<file path="src/rtl/oc_fault_pkg.sv">
`timescale 1ns/1ps
package oc_fault_pkg;

  // Bits needed to hold values 0..limit.
  function automatic int cnt_width(input int limit);
    return (limit < 2) ? 1 : $clog2(limit + 1);
  endfunction

  // A trip run has outlasted the blanking window once it reaches the limit.
  function automatic logic blank_met(input int unsigned run, input int unsigned limit);
    return run >= limit;
  endfunction

  // The clear countdown ends on the edge whose pre-edge count is limit-1.
  function automatic logic clear_expired(input int unsigned cnt, input int unsigned limit);
    return cnt == (limit - 1);
  endfunction

endpackage

</file>
<file path="src/rtl/oc_blank_filter.sv">
`timescale 1ns/1ps
module oc_blank_filter #(
  parameter int BLANK_CYC = 24
) (
  input  logic clk,
  input  logic rst_n,
  input  logic trip_i,
  output logic qual_o
);
  localparam int RW = oc_fault_pkg::cnt_width(BLANK_CYC);

  logic [RW-1:0] run_q;
  logic          met;

  assign met = oc_fault_pkg::blank_met(32'(run_q), BLANK_CYC);

  always_ff @(posedge clk or negedge rst_n) begin
    if (!rst_n)       run_q <= '0;
    else if (!trip_i) run_q <= '0;
    else if (!met)    run_q <= run_q + RW'(1);
  end

  // Qualified only while the trip is still present after the window.
  assign qual_o = trip_i && met;
endmodule

</file>
<file path="src/rtl/oc_fault_latch.sv">
`timescale 1ns/1ps
module oc_fault_latch #(
  parameter int CLEAR_CYC = 330000,
  parameter int CNT_W     = 19
) (
  input  logic             clk,
  input  logic             rst_n,
  input  logic             set_i,
  input  logic             trip_i,
  output logic             latched_o,
  output logic [CNT_W-1:0] clr_cnt_o,
  output logic             release_o
);
  logic             latched_q;
  logic [CNT_W-1:0] cnt_q;
  logic             timer_run;

  // Timer is held discharged unless latched with the trip gone.
  assign timer_run = latched_q && !trip_i;
  assign release_o = timer_run && oc_fault_pkg::clear_expired(32'(cnt_q), CLEAR_CYC);

  always_ff @(posedge clk or negedge rst_n) begin
    if (!rst_n)          cnt_q <= '0;
    else if (!timer_run) cnt_q <= '0;
    else if (release_o)  cnt_q <= '0;
    else                 cnt_q <= cnt_q + CNT_W'(1);
  end

  // Set has priority over the timed release.
  always_ff @(posedge clk or negedge rst_n) begin
    if (!rst_n)         latched_q <= 1'b0;
    else if (set_i)     latched_q <= 1'b1;
    else if (release_o) latched_q <= 1'b0;
  end

  assign latched_o = latched_q;
  assign clr_cnt_o = cnt_q;
endmodule

</file>
<file path="src/rtl/oc_leg_gate.sv">
`timescale 1ns/1ps
module oc_leg_gate (
  input  logic hi_cmd_i,
  input  logic lo_cmd_i,
  input  logic allow_i,
  input  logic hs_good_i,
  output logic hi_drv_o,
  output logic lo_drv_o
);
  assign hi_drv_o = hi_cmd_i && allow_i && hs_good_i;
  assign lo_drv_o = lo_cmd_i && allow_i;
endmodule

</file>
<file path="src/rtl/oc_fault_supervisor.sv">
`timescale 1ns/1ps
module oc_fault_supervisor #(
  parameter int NUM_LEGS  = 3,
  parameter int BLANK_CYC = 24,
  parameter int CLEAR_CYC = 330000
) (
  input  logic                clk,
  input  logic                rst_n,
  input  logic                oc_trip_i,
  input  logic                vlow_good_i,
  input  logic [NUM_LEGS-1:0] vhigh_good_i,
  input  logic                en_i,
  input  logic [NUM_LEGS-1:0] hi_cmd_i,
  input  logic [NUM_LEGS-1:0] lo_cmd_i,
  output logic [NUM_LEGS-1:0] hi_drv_o,
  output logic [NUM_LEGS-1:0] lo_drv_o,
  output logic                shutdown_o,
  output logic                fault_n_o
);
  localparam int CNT_W = oc_fault_pkg::cnt_width(CLEAR_CYC);

  // Named internal events, visible to the bound checker.
  logic             oc_qual;
  logic             fault_latched;
  logic [CNT_W-1:0] clr_cnt;
  logic             clr_release;
  logic             lv_ok_q;
  logic             drive_allow;

  oc_blank_filter #(.BLANK_CYC(BLANK_CYC)) u_blank (
    .clk    (clk),
    .rst_n  (rst_n),
    .trip_i (oc_trip_i),
    .qual_o (oc_qual)
  );

  oc_fault_latch #(.CLEAR_CYC(CLEAR_CYC), .CNT_W(CNT_W)) u_latch (
    .clk       (clk),
    .rst_n     (rst_n),
    .set_i     (oc_qual),
    .trip_i    (oc_trip_i),
    .latched_o (fault_latched),
    .clr_cnt_o (clr_cnt),
    .release_o (clr_release)
  );

  // Low-side supply flag, sampled; held bad through reset.
  always_ff @(posedge clk or negedge rst_n) begin
    if (!rst_n) lv_ok_q <= 1'b0;
    else        lv_ok_q <= vlow_good_i;
  end

  assign shutdown_o  = fault_latched || !lv_ok_q;
  assign fault_n_o   = !(fault_latched || !lv_ok_q);
  assign drive_allow = en_i && !shutdown_o;

  for (genvar g = 0; g < NUM_LEGS; g++) begin : g_leg
    oc_leg_gate u_gate (
      .hi_cmd_i  (hi_cmd_i[g]),
      .lo_cmd_i  (lo_cmd_i[g]),
      .allow_i   (drive_allow),
      .hs_good_i (vhigh_good_i[g]),
      .hi_drv_o  (hi_drv_o[g]),
      .lo_drv_o  (lo_drv_o[g])
    );
  end
endmodule

</file>
<file path="config.mk">
export PLATFORM = sky130hd
export DESIGN_NAME = oc_fault_supervisor
export DESIGN_NICKNAME = d
export VERILOG_FILES = /design/src/rtl/oc_fault_pkg.sv /design/src/rtl/oc_blank_filter.sv /design/src/rtl/oc_fault_latch.sv /design/src/rtl/oc_leg_gate.sv /design/src/rtl/oc_fault_supervisor.sv
export SDC_FILE = /design/constraint.sdc
export NUM_CORES = 1
export LEC_CHECK = 0
export ABC_AREA = 0
export BUFFER_PORTS_ARGS = -buffer_cell sky130_fd_sc_hd__clkbuf_2
export CORE_MARGIN = 2
export CORE_UTILIZATION = 49
export DETAILED_ROUTE_END_ITERATION = 12
export PLACE_DENSITY_LB_ADDON = 0.1
export SKIP_CTS_REPAIR_TIMING = 1
export SLEW_MARGIN = 10
export SYNTH_ARGS = -nofsm -noshare
export SYNTH_HDL_FRONTEND = slang
export SYNTH_SLANG_ARGS = --single-unit
</file>
<file path="constraint.sdc">
create_clock -name clk -period 2.2 [get_ports clk]
set_clock_uncertainty 0.15 [all_clocks]
set_input_delay 0.22 -clock clk [delete_from_list [all_inputs] [get_ports clk]]
set_output_delay 0.22 -clock clk [all_outputs]
set_load 0.005 [all_outputs]
</file>
==> report_table.html <==
<table>
<tr><th>Metric</th><th>Value</th></tr>
<tr><th colspan="2">Global route</th></tr>
<tr><td>Vias in the first global route</td><td>1090</td></tr>
<tr><td>Met3 routing resource usage after global routing</td><td>2.53%</td></tr>
<tr><td>Initial antenna violation count</td><td>0</td></tr>
<tr><td>Layer with the highest usage</td><td>met2</td></tr>
<tr><td>Met1 global-route usage</td><td>21.9%</td></tr>
<tr><td>Fraction of met2 tracks used by global routing</td><td>31.9%</td></tr>
<tr><td>Leftover overflow at the end of global routing</td><td>0</td></tr>
<tr><td>Largest net degree at the start of global routing</td><td>27</td></tr>
<tr><td>Global-route wire length before repair</td><td>4.57 mm</td></tr>
<tr><td>GRT Overall Usage</td><td>17.7%</td></tr>
<tr><th colspan="2">Logic synthesis</th></tr>
<tr><td>Synth async-reset ratio</td><td>100%</td></tr>
<tr><td>Netlist area before placement</td><td>1370 um^2</td></tr>
<tr><td>Most instantiated cells after synthesis</td><td>dfrtp_1 (26), nor2_1 (21), inv_1 (12), xnor2_1 (11), nand2_1 (10)</td></tr>
<tr><td>Top flip-flop cell by instance count after synthesis</td><td>dfrtp_1</td></tr>
<tr><td>Cells after Synth</td><td>146</td></tr>
<tr><td>Synthesized area divided by synthesized cell count</td><td>9.38 um^2</td></tr>
<tr><td>Total of flip-flops plus latches after synthesis</td><td>26</td></tr>
<tr><td>Proportion of netlist area held by the largest area contributor</td><td>47.5%</td></tr>
<tr><td>Library cell with the largest summed area after synthesis</td><td>dfrtp_1</td></tr>
<tr><td>Yosys cell types</td><td>27</td></tr>
<tr><td>Number of enable flip-flop cells after synthesis</td><td>0</td></tr>
<tr><td>Synth warnings</td><td>0</td></tr>
<tr><td>Most numerous cell in the Yosys netlist</td><td>dfrtp_1</td></tr>
<tr><td>Synth Net Count</td><td>163</td></tr>
<tr><td>Portion of the post-synthesis area used by sequential elements</td><td>47.5%</td></tr>
<tr><td>Top area cells in the synthesized netlist</td><td>dfrtp_1 (47%), xnor2_1 (7.0%), nor2_1 (5.8%), buf_4 (3.3%), inv_1 (3.3%)</td></tr>
<tr><th colspan="2">CTS</th></tr>
<tr><td>Clock tree sinks</td><td>26</td></tr>
<tr><td>Clock transition time at the flip-flop clock pins of the worst setup and hold paths</td><td>150 ps</td></tr>
<tr><td>Insertion delay of the later-clocked pin in the worst-skew pair</td><td>330 ps</td></tr>
<tr><td>CTS tree</td><td>built</td></tr>
<tr><td>H-tree levels</td><td>1</td></tr>
<tr><td>Clock root buffer</td><td>clkbuf_4</td></tr>
<tr><td>Clock buffers created by TritonCTS</td><td>3</td></tr>
<tr><td>Bufs on Longest Clock Path</td><td>2</td></tr>
<tr><th colspan="2">Route</th></tr>
<tr><td>Number of detailed-route iterations in the first pass</td><td>6</td></tr>
<tr><td>Remaining antenna violation count</td><td>0</td></tr>
<tr><td>Wire length per cell</td><td>12.8 um</td></tr>
<tr><td>Remaining design rule violation count</td><td>0</td></tr>
<tr><td>Count of vias placed by the detailed router</td><td>1099</td></tr>
<tr><td>Via-to-Cell Ratio</td><td>5.39</td></tr>
<tr><td>Violation count after the first detailed-route iteration</td><td>32</td></tr>
<tr><td>Final wirelength</td><td>2.61 mm</td></tr>
<tr><th colspan="2">Placed design</th></tr>
<tr><td>Number of buffers inserted by port buffering</td><td>21</td></tr>
<tr><td>Post-placement worst setup slack</td><td>78.6 ps</td></tr>
<tr><td>Detailed-placement wirelength estimate</td><td>1.90 mm</td></tr>
<tr><td>Global placement routability congestion</td><td>0.820</td></tr>
<tr><th colspan="2">Final layout</th></tr>
<tr><td>Number of fill cells</td><td>260</td></tr>
<tr><td>Post-synthesis to final-layout area growth</td><td>16.3%</td></tr>
<tr><td>Antenna diode instance count</td><td>0</td></tr>
<tr><td>Net count, final</td><td>191</td></tr>
<tr><td>Fraction of final layout cells sized beyond drive strength 1</td><td>19.7%</td></tr>
<tr><td>Core Util, Final</td><td>58.8%</td></tr>
<tr><th colspan="2">Worst setup path</th></tr>
<tr><td>Largest driver fanout on the critical path</td><td>19</td></tr>
<tr><td>Critical path launch point type</td><td>register</td></tr>
<tr><td>Cell chain of the critical path</td><td>or4b_1 -&gt; or4_4 -&gt; o211ai_4 -&gt; buf_12 -&gt; a21oi_1</td></tr>
<tr><td>FF-to-FF setup slack</td><td>80 ps</td></tr>
<tr><td>Data arrival time of the worst path</td><td>2180 ps</td></tr>
<tr><td>Crit path required time</td><td>2260 ps</td></tr>
<tr><td>Setup CP Type</td><td>register to register</td></tr>
<tr><td>Slowest stage delay, CP</td><td>510 ps</td></tr>
<tr><td>RR Startpoint</td><td>u_latch.clr_cnt_o[12]</td></tr>
<tr><td>Number of cells on the worst reg-to-reg path</td><td>5</td></tr>
<tr><td>Critical Path Sink Type</td><td>register</td></tr>
<tr><td>Crit Reg-Reg Endpoint</td><td>u_latch.clr_cnt_o[18]</td></tr>
<tr><td>Critical Path Slowest Stage Cell</td><td>or4b_1</td></tr>
<tr><th colspan="2">Floorplan</th></tr>
<tr><td>Standard-cell rows</td><td>19</td></tr>
<tr><td>Core area</td><td>2710 um^2</td></tr>
<tr><td>I/O pin count</td><td>22</td></tr>
<tr><td>Total Die Area</td><td>3230 um^2</td></tr>
<tr><td>Die height</td><td>56.9 um</td></tr>
<tr><td>Width of the die</td><td>56.9 um</td></tr>
<tr><td>Initial core utilization</td><td>50.6%</td></tr>
<tr><th colspan="2">STA</th></tr>
<tr><td>Final Setup Violations</td><td>0</td></tr>
<tr><td>Post-route fraction of the period consumed by the critical path</td><td>96.2%</td></tr>
<tr><td>Final period demand of the worst path</td><td>2120 ps</td></tr>
<tr><td>Maximum frequency from static timing analysis</td><td>0.472 GHz</td></tr>
<tr><td>Crit path setup slack, layout</td><td>82.9 ps</td></tr>
<tr><td>Slew Viols, Final</td><td>0</td></tr>
<tr><td>Unrepaired setup endpoints after global routing</td><td>false</td></tr>
<tr><td>Hold violation total from the final report</td><td>0</td></tr>
<tr><td>Slew HR</td><td>56.7%</td></tr>
<tr><td>Least-Margin Pin Slew</td><td>649 ps</td></tr>
<tr><td>TNS Setup</td><td>0 ps</td></tr>
<tr><th colspan="2">Power and ir drop</th></tr>
<tr><td>Static leakage power</td><td>0.000720 uW</td></tr>
<tr><td>Pwr Density</td><td>555 nW/um^2</td></tr>
<tr><td>Peak supply drop</td><td>0.415 mV</td></tr>
<tr><th colspan="2">Min path</th></tr>
<tr><td>Path type of the worst min-delay path</td><td>primary input to asynchronous set/reset pin</td></tr>
<tr><th colspan="2">Job</th></tr>
<tr><td>Total of max-cap violations</td><td>0</td></tr>
<tr><th colspan="2">Outcome</th></tr>
<tr><td>Run status</td><td>completed</td></tr>
</table>
-- flip-flops by register name, summed over array words and instances (netlist names) --
signal,count
lv_ok_q,1
u_latch.latched_o,1
u_latch.clr_cnt_o,19
u_blank.run_q,5
-- stage by stage --
step | total power, uW | hold slack, ps | cell area, um^2 | instances
5_1_grt | 920 | 316 | 1590 | 204
6_report | 884 | 274 | 1590 | 204
4_1_cts | 890 | -252 | 1560 | 200
2_1_floorplan | 534 | -226 | 1370 | 146
3_3_place_gp | 560 | 112 | 1500 | 196
3_5_place_dp | 563 | 123 | 1500 | 196
-- how the worst max path moves through the flow --
stage,startpoint,to,slack [ps],depth (start not counted)
6_report,u_latch.clr_cnt_o[12],u_latch.clr_cnt_o[18],80,5
5_1_grt,u_latch.clr_cnt_o[12],u_latch.clr_cnt_o[15],20,5
4_1_cts,u_latch.clr_cnt_o[12],u_latch.clr_cnt_o[18],30,5
3_5_place_dp,u_latch.clr_cnt_o[12],u_latch.clr_cnt_o[11],80,5
3_3_place_gp,u_latch.clr_cnt_o[12],u_latch.clr_cnt_o[18],100,5
2_1_floorplan,u_latch.clr_cnt_o[12],u_latch.clr_cnt_o[12],60,5
-- cells in the final DEF, fill, tap and decap left out, types with 3 or more instances in the layout --
master	n
ha_1	3
or4_1	3
nor4_1	4
inv_1	12
nand3_1	6
xor2_1	3
nor2_1	21
buf_4	5
dlygate4sd3_1	3
clkbuf_2	21
nand2_1	10
nor3_1	3
nand4_1	4
or3_1	5
xnor2_1	11
and3_1	6
dfrtp_1	26
a21oi_1	6
o21ai_0	5
clkbuf_4	3
-- report_power, final --
part	leakage [uW]	switching [uW]	internal, uW	total, uW
Clock	0.0000279	143	184	327
Combinational	0.000342	31.3	26.8	58.1
Sequential	0.000351	10.9	488	499
-- layout make-up --
| class | count | area (um^2) | share of cell area (%) |
|---|---|---|---|
| Multi-Input combinational cell | 101 | 614 | 38.5 |
| Sequential cell | 26 | 651 | 40.8 |
| Timing Repair Buffer | 30 | 193 | 12.1 |
| Tap cell | 31 | 38.8 | 2.43 |
| Clock buffer | 3 | 22.5 | 1.41 |
| Inverter | 12 | 45.0 | 2.83 |
| Clock inverter | 1 | 30.0 | 1.88 |
-- worst max-delay path: cells and delay by family, from the launching register on --
kind,cells,cell delay [ps]
flops,1,420
simple gates,2,1020
buf+inv,1,170
compound gates,2,240
-- kinds of logic after synthesis --
logic type	Yosys count	share of synthesized area [%]
AND/OR/NAND/NOR	68	25.6
flip-flops	26	47.5
buffers and inverters	19	7.67
AO/OA/AOI/OAI	16	7.58
XOR/XNOR	14	8.95
adder cells (fa/ha/maj)	3	2.74
-- per-layer routing --
layer	routed length (um)	vias up	share of wire, %
met2	1320	27	50
met4	34	0	1.3
li1	-	547	-
met5	0	-	0
met3	114	4	4.4
met1	1140	521	44
(Power assumes the default switching activity.)
